==> src/rtl/pfs_pkg.sv <==
`timescale 1ns/1ps
package pfs_pkg;

  typedef enum logic [2:0] {
    ST_OFF   = 3'd0,
    ST_RUN   = 3'd1,
    ST_HOLD  = 3'd2,
    ST_PDIS1 = 3'd3,
    ST_PCHG1 = 3'd4,
    ST_PDIS2 = 3'd5,
    ST_PCHG2 = 3'd6,
    ST_LATCH = 3'd7
  } pfs_state_e;

  function automatic logic is_active(pfs_state_e s);
    return (s == ST_RUN) || (s == ST_HOLD);
  endfunction

  function automatic pfs_state_e start_target(logic stop);
    return stop ? ST_HOLD : ST_RUN;
  endfunction

  // set/clear hysteresis step
  function automatic logic hyst_next(logic q, logic set_c, logic clr_c);
    if (set_c) return 1'b1;
    if (clr_c) return 1'b0;
    return q;
  endfunction

endpackage

==> src/rtl/pfs_fault_timer.sv <==
`timescale 1ns/1ps
module pfs_fault_timer #(
  parameter int unsigned FAULT_TICKS = 80
) (
  input  logic clk,
  input  logic rst_n,
  input  logic tick,
  input  logic run_en,
  output logic expired,
  output logic idle
);
  localparam int unsigned CW = $clog2(FAULT_TICKS + 1);
  localparam logic [CW-1:0] LIMIT = CW'(FAULT_TICKS);

  logic [CW-1:0] cnt_q;

  function automatic logic [CW-1:0] cnt_next(logic [CW-1:0] c, logic en, logic t);
    if (!en) return '0;
    if (t && (c != LIMIT)) return c + 1'b1;
    return c;
  endfunction

  always_ff @(posedge clk or negedge rst_n) begin
    if (!rst_n) cnt_q <= '0;
    else        cnt_q <= cnt_next(cnt_q, run_en, tick);
  end

  assign expired = (cnt_q == LIMIT);
  assign idle    = (cnt_q == '0);
endmodule

==> src/rtl/pfs_supply_ctrl.sv <==
`timescale 1ns/1ps
module pfs_supply_ctrl
  import pfs_pkg::*;
(
  input  logic       clk,
  input  logic       rst_n,
  input  pfs_state_e state,
  input  logic       vcc_ge_start,
  input  logic       vcc_lt_min,
  input  logic       vcc_lt_latchend,
  output logic       hv_en
);
  logic keep_q;   // self-supply hysteresis while running/holding
  logic lchg_q;   // charge hysteresis while latched

  always_ff @(posedge clk or negedge rst_n) begin
    if (!rst_n) begin
      keep_q <= 1'b0;
      lchg_q <= 1'b0;
    end else begin
      keep_q <= is_active(state) ? hyst_next(keep_q, vcc_lt_min, vcc_ge_start) : 1'b0;
      lchg_q <= (state == ST_LATCH) ? hyst_next(lchg_q, vcc_lt_latchend, vcc_ge_start) : 1'b0;
    end
  end

  always_comb begin
    unique case (state)
      ST_OFF:            hv_en = 1'b1;
      ST_RUN, ST_HOLD:   hv_en = keep_q;
      ST_PCHG1, ST_PCHG2: hv_en = 1'b1;
      ST_LATCH:          hv_en = lchg_q;
      default:           hv_en = 1'b0;
    endcase
  end
endmodule

==> src/rtl/pfs_seq_fsm.sv <==
`timescale 1ns/1ps
module pfs_seq_fsm
  import pfs_pkg::*;
(
  input  logic       clk,
  input  logic       rst_n,
  input  logic       stop_any,
  input  logic       prot_trip,
  input  logic       perm_latch,
  input  logic       vcc_ge_start,
  input  logic       vcc_lt_latchend,
  input  logic       vcc_lt_release,
  output pfs_state_e state,
  output logic       softstart_req
);
  pfs_state_e st_q, nxt;
  logic       ss_q;

  always_comb begin
    nxt = st_q;
    if (st_q == ST_LATCH) begin
      if (vcc_lt_release) nxt = ST_OFF;
    end else if (perm_latch) begin
      nxt = ST_LATCH;
    end else begin
      case (st_q)
        ST_OFF:          if (vcc_ge_start) nxt = start_target(stop_any);
        ST_RUN, ST_HOLD: nxt = prot_trip ? ST_PDIS1 : start_target(stop_any);
        ST_PDIS1:        if (vcc_lt_latchend) nxt = ST_PCHG1;
        ST_PCHG1:        if (vcc_ge_start) nxt = ST_PDIS2;
        ST_PDIS2:        if (vcc_lt_latchend) nxt = ST_PCHG2;
        ST_PCHG2:        if (vcc_ge_start) nxt = start_target(stop_any);
        default:         nxt = ST_OFF;
      endcase
    end
  end

  always_ff @(posedge clk or negedge rst_n) begin
    if (!rst_n) begin
      st_q <= ST_OFF;
      ss_q <= 1'b0;
    end else begin
      st_q <= nxt;
      ss_q <= (nxt == ST_RUN) && (st_q != ST_RUN);
    end
  end

  assign state         = st_q;
  assign softstart_req = ss_q;
endmodule

==> src/rtl/pwr_fault_supervisor.sv <==
`timescale 1ns/1ps
module pwr_fault_supervisor
  import pfs_pkg::*;
#(
  parameter int unsigned FAULT_TICKS = 80
) (
  input  logic       clk,
  input  logic       rst_n,
  input  logic       tick,
  input  logic       overload,
  input  logic       brownout,
  input  logic       ext_disable,
  input  logic       perm_latch,
  input  logic       vcc_ovp,
  input  logic       over_temp,
  input  logic       vcc_ge_start,
  input  logic       vcc_lt_min,
  input  logic       vcc_lt_latchend,
  input  logic       vcc_lt_uv,
  input  logic       vcc_lt_release,
  input  logic       hv_active,
  output logic       pulse_en,
  output logic       hv_en,
  output logic       softstart_req,
  output logic [2:0] state_o
);
  pfs_state_e state;
  logic stop_any, uv_trip, tmr_run, tmr_expired, tmr_idle, prot_trip;

  assign stop_any  = vcc_ovp | brownout | ext_disable | over_temp;
  assign uv_trip   = hv_active & vcc_lt_uv;
  assign tmr_run   = overload & is_active(state);
  assign prot_trip = tmr_expired | uv_trip;

  pfs_fault_timer #(.FAULT_TICKS(FAULT_TICKS)) u_tmr (
    .clk(clk), .rst_n(rst_n), .tick(tick), .run_en(tmr_run),
    .expired(tmr_expired), .idle(tmr_idle)
  );

  pfs_seq_fsm u_fsm (
    .clk(clk), .rst_n(rst_n), .stop_any(stop_any), .prot_trip(prot_trip),
    .perm_latch(perm_latch), .vcc_ge_start(vcc_ge_start),
    .vcc_lt_latchend(vcc_lt_latchend), .vcc_lt_release(vcc_lt_release),
    .state(state), .softstart_req(softstart_req)
  );

  pfs_supply_ctrl u_sup (
    .clk(clk), .rst_n(rst_n), .state(state), .vcc_ge_start(vcc_ge_start),
    .vcc_lt_min(vcc_lt_min), .vcc_lt_latchend(vcc_lt_latchend), .hv_en(hv_en)
  );

  assign pulse_en = (state == ST_RUN);
  assign state_o  = state;
endmodule

==> config.mk <==
export PLATFORM = sky130hd
export DESIGN_NAME = pwr_fault_supervisor
export DESIGN_NICKNAME = d
export VERILOG_FILES = /design/src/rtl/pfs_pkg.sv /design/src/rtl/pfs_fault_timer.sv /design/src/rtl/pfs_supply_ctrl.sv /design/src/rtl/pfs_seq_fsm.sv /design/src/rtl/pwr_fault_supervisor.sv
export SDC_FILE = /design/constraint.sdc
export NUM_CORES = 1
export LEC_CHECK = 0
export BUFFER_PORTS_ARGS = -buffer_cell sky130_fd_sc_hd__clkbuf_2
export CORE_ASPECT_RATIO = 1.25
export CORE_MARGIN = 1
export CORE_UTILIZATION = 47
export DETAILED_ROUTE_END_ITERATION = 6
export PLACE_DENSITY = 0.74
export SYNTH_ARGS = -nofsm -noshare
export SYNTH_HDL_FRONTEND = slang
export SYNTH_HIERARCHICAL = 1
export SYNTH_SLANG_ARGS = --single-unit
==> constraint.sdc <==
create_clock -name clk -period 1.9 [get_ports clk]
set_input_delay 0.285 -clock clk [delete_from_list [all_inputs] [get_ports clk]]
set_output_delay 0.285 -clock clk [all_outputs]
set_load 0.05 [all_outputs]
Yosys cells after proc, flatten, opt, wreduce, memory -nomap -nowiden
Cells that the tools add are included.
{ "totals": {"wordCells": 65, "register_bits": 13, "inputBits": 15, "output_inout_bits": 6} }
{ "op_classes": {"n_mux": 32, "n_eq_ne": 14, "addsub": 1, "n_bitwise": 6, "reduce_logical": 7} }
{ "ops": {"columns": ["cell", "n"], "rows": [
  ["$mux W7", 4],
  ["$mux W3", 8],
  ["$mux W1", 17],
  ["$pmux W3 S5", 1],
  ["$eq A3 B3 Y1 const B", 4],
  ["$add A7 B1 Y7 const B", 1],
  ["$eq A7 B7 Y1 const B", 1],
  ["$ne A7 B7 Y1 const B", 1],
  ["$eq A3 B1 Y1 const B", 2],
  ["$eq A3 B2 Y1 const B", 2],
  ["$ne A3 B3 Y1 const B", 2],
  ["$or A1 B1 Y1", 4],
  ["$reduce_or A2 Y1", 2],
  ["$logic_not A3 Y1", 1],
  ["$ne A3 B1 Y1 const B", 1],
  ["$pmux W1 S3", 1],
  ["$reduce_or A3 Y1", 1],
  ["$and A1 B1 Y1", 2],
  ["$logic_and A1 B1 Y1", 2],
  ["$mux W2", 1],
  ["$ne A2 B2 Y1 const B", 1],
  ["$logic_or A1 B1 Y1", 1]
]} }

Depth between registers and ports, before layout
Gate-level depths: netlist of run 1.
{ "logic_depth": {"word_depth": 10, "mapped_depth": 9, "depth_no_buf": 9} }

Hierarchy
Netlist of run 1, hierarchy kept.
{ "modules_own_cells": {"columns": ["module", "seq_area_each_um2", "n_inst", "area_per_inst_um2", "cells_per_inst"], "rows": [
  ["pfs_fault_timer", 175.2, 1, 414.1, 42],
  ["pfs_seq_fsm", 100.1, 1, 366.6, 41],
  ["pfs_supply_ctrl", 50.0, 1, 127.6, 12],
  ["pwr_fault_supervisor", 0.0, 1, 38.8, 5]
]} }

Worst setup path after synthesis of run 1
No wires, ideal clock.
{ "synth_path": {"path_type": "register to output", "from": "register u_fsm.st_q[0] (netlist: u_fsm/state[0])", "to": "output port pulse_en", "t_arrival_ps": 2029, "path_buffers": 0, "stages_incl_launch_ff": 2, "slack_ps": -414, "t_required_ps": 1615, "path_cell_list": "dfrtp_1 > nor3b_1"} }
{ "synth_between": {"elab_chain_cells": 1} }
{ "synth_lines": {"columns": ["item", "line", "text"], "rows": [
  ["from (decl)", "pfs_seq_fsm.sv:16", "pfs_state_e st_q, nxt;"],
  ["from (signal assigned)", "pfs_seq_fsm.sv:43", "st_q <= nxt;"],
  ["$eq A3 B1 Y1", "pwr_fault_supervisor.sv:52", "assign pulse_en = (state == ST_RUN);"],
  ["to (decl)", "pwr_fault_supervisor.sv:22", "output logic pulse_en,"]
]} }
Every way passes these cells.

Worst setup path after layout of run 1
{ "layout_path": {"from": "register u_tmr.cnt_q[1]", "to": "register u_fsm.st_q[1] (netlist: u_fsm/state[1])"} }
{ "layout_between": {"elab_chain_cells": 6} }
{ "layout_lines": {"columns": ["item", "line", "text"], "rows": [
  ["from (decl)", "pfs_fault_timer.sv:15", "logic [CW-1:0] cnt_q;"],
  ["from (signal assigned)", "pfs_fault_timer.sv:25", "else cnt_q <= cnt_next(cnt_q, run_en, tick);"],
  ["$eq A7 B7 Y1", "pfs_fault_timer.sv:28", "assign expired = (cnt_q == LIMIT);"],
  ["via tmr_expired", "pwr_fault_supervisor.sv:28", "logic stop_any, uv_trip, tmr_run, tmr_expired, tmr_idle, prot_trip;"],
  ["$or A1 B1 Y1", "pwr_fault_supervisor.sv:33", "assign prot_trip = tmr_expired | uv_trip;"],
  ["via prot_trip", "pwr_fault_supervisor.sv:28", null],
  ["$mux W3", "pfs_seq_fsm.sv:28", "ST_RUN, ST_HOLD: nxt = prot_trip ? ST_PDIS1 : start_target(stop_any);"],
  ["$pmux W3 S5", "pfs_seq_fsm.sv:26", "case (st_q)"],
  ["$mux W3", "pfs_seq_fsm.sv:23", "end else if (perm_latch) begin"],
  ["$mux W3", "pfs_seq_fsm.sv:21", "if (st_q == ST_LATCH) begin"],
  ["via u_fsm.nxt[1]", "pfs_seq_fsm.sv:16", null]
]} }
The timed path passes the listed nets, and every way through them passes these cells.
A chain may end at the register's enable or synchronous reset.

==> results of run 1 <==
## power by group through the flow
stage	Combinational, mW	Sequential (mW)	Clock, mW
global route	1.11	0.424	0.184
CTS	0.990	0.413	0.178
floorplan	0.564	0.568	0
finish	1.03	0.416	0.167
global placement	0.953	0.414	0
detailed placement	0.978	0.418	0
## final timing paths
| path | from | end | slack, ps | cells after the start |
|---|---|---|---|---|
| worst max-delay path | u_tmr/cnt_q[1]$_DFFE_PN0P_ | u_fsm/state[1]$_DFF_PN0_ | -230 | 9 |
| worst min-delay path | vcc_lt_release | u_fsm/state[1]$_DFF_PN0_ | 240 | 2 |
| worst max register to register | u_tmr/cnt_q[1]$_DFFE_PN0P_ | u_fsm/state[1]$_DFF_PN0_ | -230 | 9 |
| worst min register to register | u_tmr/cnt_q[0]$_DFFE_PN0P_ | u_tmr/cnt_q[0]$_DFFE_PN0P_ | 680 | 4 |
| max in group asynchronous | rst_n | u_fsm/state[1]$_DFF_PN0_ | 1200 | 2 |
| min in group asynchronous | rst_n | u_tmr/cnt_q[5]$_DFFE_PN0P_ | 440 | 2 |
## stage by stage
step | power, mW | hold slack (ps) | std cells | setup WS, ps | utilization [%]
2_1_floorplan | 1.133 | -10.59 | 99 | -183.0 | -
3_3_place_gp | 1.368 | 195.9 | 150 | -146.5 | 64.71
3_5_place_dp | 1.396 | 205.1 | 150 | -239.8 | 64.71
4_1_cts | 1.580 | 228.2 | 156 | -218.9 | 67.37
5_1_grt | 1.717 | 241.9 | 159 | -329.0 | 69.22
6_report | 1.614 | 242.6 | 159 | -230.4 | 69.22
## what timing repair did
| item | in CTS | in global routing |
|---|---|---|
| setup endpoints to repair | 2 | 4 |
| gates resized for setup | 1 | 2 |
| pin swaps | 4 | 2 |
| hold endpoints to repair | 13 | 0 |
| hold buffers | 1 | 0 |
| setup buffers | 1 | 3 |
## area by class of cell
class	instances	area (um^2)	share of cell area, %
multi-input combinational	74	600.6	47.43
sequential	13	325.3	25.69
timing repair buffer	41	260.3	20.55
inverter	8	30.03	2.372
clock buffer	4	26.28	2.075
tap	19	23.77	1.877
## layer usage
metal	vias to the layer above	part of all wire, %	global-route usage, %
met5	-	0	0
met1	443	40	25.11
met2	19	58	48.44
li1	452	-	-
met3	2	1.7	1.042
met4	0	0.78	6.452
## sequential cells by signal, summed over array words and instances, names as in the netlist
signal               cells
u_fsm/softstart_req      1
u_fsm/state              3
u_sup/keep_q             1
u_sup/lchg_q             1
u_tmr/cnt_q              7
==> results_dict.tcl, run 1 <==
set metrics [dict create \
    cts.reportedPaths.clkPinSlew_ps 70 \
    relSlewSlack_pct 71.78 \
    grt_max_degree 16 \
    path_cells "inv_1, ha_2, nor4b_4, and3_4, a21o_1, or3_4, a221oi_4, o221ai_2, o21bai_1" \
    fin_nets 158 \
    path_buf_inv 1 \
    cts_buffer_depth 2 \
    cp_slowest_cell "or3_4" \
    wire_per_inst_um 15.33 \
    place.gp.congestion 0.8199 \
    cpPeakStageDelay_ps 390 \
    finalSetupViolations 2 \
    critPathTopFamily "compound AO/OA/AOI/OAI gates" \
    hpwl_um 1822 \
    swShare_pct 49.41 \
    fmax_ghz 0.4694 \
    initial_core_util_pct 51.37 \
    cts_root_buf "clkbuf_4" \
    firstDrtPassIters 4 \
    maxCapViolCount 0 \
    antenna_found_initial 0 \
    fin_area_um2 1266 \
    syn_inst 99 \
    place_area_um2 1184 \
    fin_crit_sh_pct 112.1 \
    die_y_um 51.99 \
    setup_ws_ps -230.4 \
    required_ps 2050 \
    p_sw_uw 797.4 \
    worst_ep_arrival_time_ps 2280 \
    final_cell_mix "clkbuf_2 (20), buf_4 (20), dfrtp_1 (13)" \
    crit_fanout 2 \
    worst_pin_slew_ps 419.5 \
    setup.worst_path.end_class "flop" \
    io_pins 21 \
    fin_setup_tns_ps -397.9 \
    h-tree-depth 1 \
    overflow 0 \
    slew_violations 0 \
    avgViaCountPerCell 5.761 \
    routed_wl_um 2437 \
    std_cell_rows 17 \
    cts_tree "done" \
    ys_warn_count 6 \
    clkPwrFrac_pct 10.3 \
    die_area_um2 2183 \
    clkSinkCount 13 \
    hp-class "in2reg" \
    die_w_um 41.99 \
    run_status "finished, violations left" \
    syn_avg_cell_area_um2 9.491 \
    fillerInstances 154 \
    seq_power_share_pct 25.8 \
    peakVddDrop_mv 1.008 \
    period_needed_ps 2130 \
    grt_pass1_wl_um 3857 \
    first_iter_violations 12 \
    power.density_nw_per_um2 1274 \
    intPower_uw 816.3 \
    drive_above_1_share_pct 40.71 \
    portBuffers 20 \
    grt_usage_pct 23.39 \
    grt_pass1_vias 903 \
    vias 916 \
    syn_area_um2 939.7 \
    diodes 0 \
    syn_nets 116 \
    worstSetupStartpointType "flop" \
    violations "setup timing" \
    rsz0062_at_grt "yes" \
    fin_skew_ps 7.655 \
    insertion_delay_ps 270 \
    power_frac_comb_pct 63.9 \
    syn2layout_area_growth_pct 34.75 \
    core_um2 1829 \
    hold_viol 0 \
    p_leak_nw 0.6116 \
    ant_nets 0 \
    drc 0 \
    numCtsBuffers 3 \
    path_class "reg2reg" \
]
No activity file was read; power rests on OpenSTA's default activity.
==> run 2, diff against run 1 <==
Settings changed: CORE_UTILIZATION 47 to 25, PLACE_DENSITY 0.74 to 0.45.
==> results_dict.tcl, run 2 (synthesized netlist as in run 1, its figures left out) <==
set metrics [dict create \
    maxCapViolCount 0 \
    die_area_um2 4009 \
    cts_tree "done" \
    firstDrtPassIters 5 \
    rsz0062_at_grt "yes" \
    grt_usage_pct 12.23 \
    fin_setup_tns_ps -229.6 \
    fin_crit_sh_pct 107.3 \
    wire_per_inst_um 12.99 \
    violations "DRC, setup timing" \
    fin_skew_ps 0.9265 \
    first_iter_violations 23 \
    io_pins 21 \
    overflow 0 \
    diodes 0 \
    fin_nets 157 \
    final_cell_mix "clkbuf_2 (20), buf_4 (19), dfrtp_1 (13)" \
    initial_core_util_pct 26.52 \
    cts_root_buf "clkbuf_8" \
    routed_wl_um 2313 \
    portBuffers 20 \
    place.gp.congestion 0.8401 \
    peakVddDrop_mv 0.7612 \
    worst_pin_slew_ps 417.8 \
    power.density_nw_per_um2 1280 \
    clkSinkCount 13 \
    largest_reg_flops 7 \
    slew_violations 0 \
    path_class "reg2reg" \
    std_cell_rows 24 \
    hold_viol 0 \
    run_status "finished, violations left" \
    syn2layout_area_growth_pct 37.42 \
    regMostFlops "u_tmr/cnt_q" \
    r2r_cells 9 \
    power.total_mw 1.652 \
    vias 907 \
    period_needed_ps 2038 \
    drive_above_1_share_pct 40.29 \
    finalSetupViolations 2 \
    crit_fanout 2 \
    grt_pass1_wl_um 3808 \
    grt_max_degree 15 \
    setup_ws_ps -138.1 \
    cts_buffer_depth 2 \
    p_leak_nw 0.6112 \
    die_w_um 56.84 \
    core_um2 3543 \
    ant_nets 0 \
    avgViaCountPerCell 5.096 \
    layout_commonest_cell "clkbuf_2" \
    fmax_ghz 0.4906 \
    numCtsBuffers 3 \
    hpwl_um 1808 \
    insertion_delay_ps 240 \
    hold_ws_ps 268.1 \
    worst_ep_arrival_time_ps 2160 \
    hp-class "in2reg" \
    cts.reportedPaths.clkPinSlew_ps 60 \
    drc 4 \
    die_y_um 70.55 \
    h-tree-depth 1 \
    required_ps 2020 \
    holdPathStages 2 \
    worstSetupStartpointType "flop" \
    grt_pass1_vias 856 \
    antenna_found_initial 0 \
    relSlewSlack_pct 72.15 \
    setup.worst_path.end_class "flop" \
]
==> run 2: cell count changes in the layout (fill, tap and decap cells not counted), sizes merged <==
cell | previous run | this run
buf | 20 | 19
==> run 2: timing repair <==
| item | in CTS | in global routing |
|---|---|---|
| pin swaps | 3 | 2 |
| setup endpoints to repair | 2 | 3 |
| gates cloned | 0 | 0 |
| buffers inserted | 2 | 1 |
| hold buffers | 1 | 0 |
| resized for setup | 0 | 2 |
| endpoints found under the hold margin | 13 | 0 |
==> run 2: final cells by class <==
class | count | area (um^2)
inverter | 8 | 30.03
tap | 39 | 48.80
clock buffer | 4 | 45.04
fill | 364 | 2252
timing repair buffer | 40 | 252.7
sequential | 13 | 325.3
multi-input combinational | 74 | 589.3
==> run 2: layer usage <==
| metal | GRT usage [%] | routed length (um) |
|---|---|---|
| met5 | 0 | 0 |
| met1 | 14.50 | 1010 |
| met4 | 7.588 | 68 |
| met3 | 1.645 | 86 |
| met2 | 20.77 | 1148 |
==> run 2: worst paths after layout <==
path | from | slack, ps | to
worst min-delay path | vcc_lt_release | 270 | u_fsm/state[1]$_DFF_PN0_
worst max-delay path | u_tmr/cnt_q[0]$_DFFE_PN0P_ | -140 | u_fsm/state[1]$_DFF_PN0_
max in group asynchronous | rst_n | 1190 | u_tmr/cnt_q[6]$_DFFE_PN0P_
min in group asynchronous | rst_n | 470 | u_tmr/cnt_q[5]$_DFFE_PN0P_
worst max register to register | u_tmr/cnt_q[0]$_DFFE_PN0P_ | -140 | u_fsm/state[1]$_DFF_PN0_
worst min register to register | u_tmr/cnt_q[6]$_DFFE_PN0P_ | 660 | u_tmr/cnt_q[6]$_DFFE_PN0P_
==> run 2: stage by stage <==
stage,worst slack [ps],util (%),cells,instance area (um^2)
floorplan,-183.0,-,99,965.9
detailed placement,-209.6,34.11,170,1209
global placement,-143.7,34.11,170,1209
finish,-138.1,36.44,178,1291
global route,-217.5,36.44,178,1291
CTS,-145.6,36.09,177,1279
==> run 2: critical path, stage by stage (launching register included) <==
cell and delay (ps):
dfrtp_1 360, inv_2 40, ha_2 150, nor4b_4 130, and3_4 140, a21o_1 170, or3_4 330, a221oi_2 280
o221ai_2 140, o21bai_1 180
==> run 2: power breakdown <==
group / total, mW / switching, mW / internal (mW)
clock network: 0.249 / 0.101 / 0.148
registers: 0.429 / 0.0936 / 0.336
logic: 0.974 / 0.592 / 0.383
total: 1.65 / 0.786 / 0.866
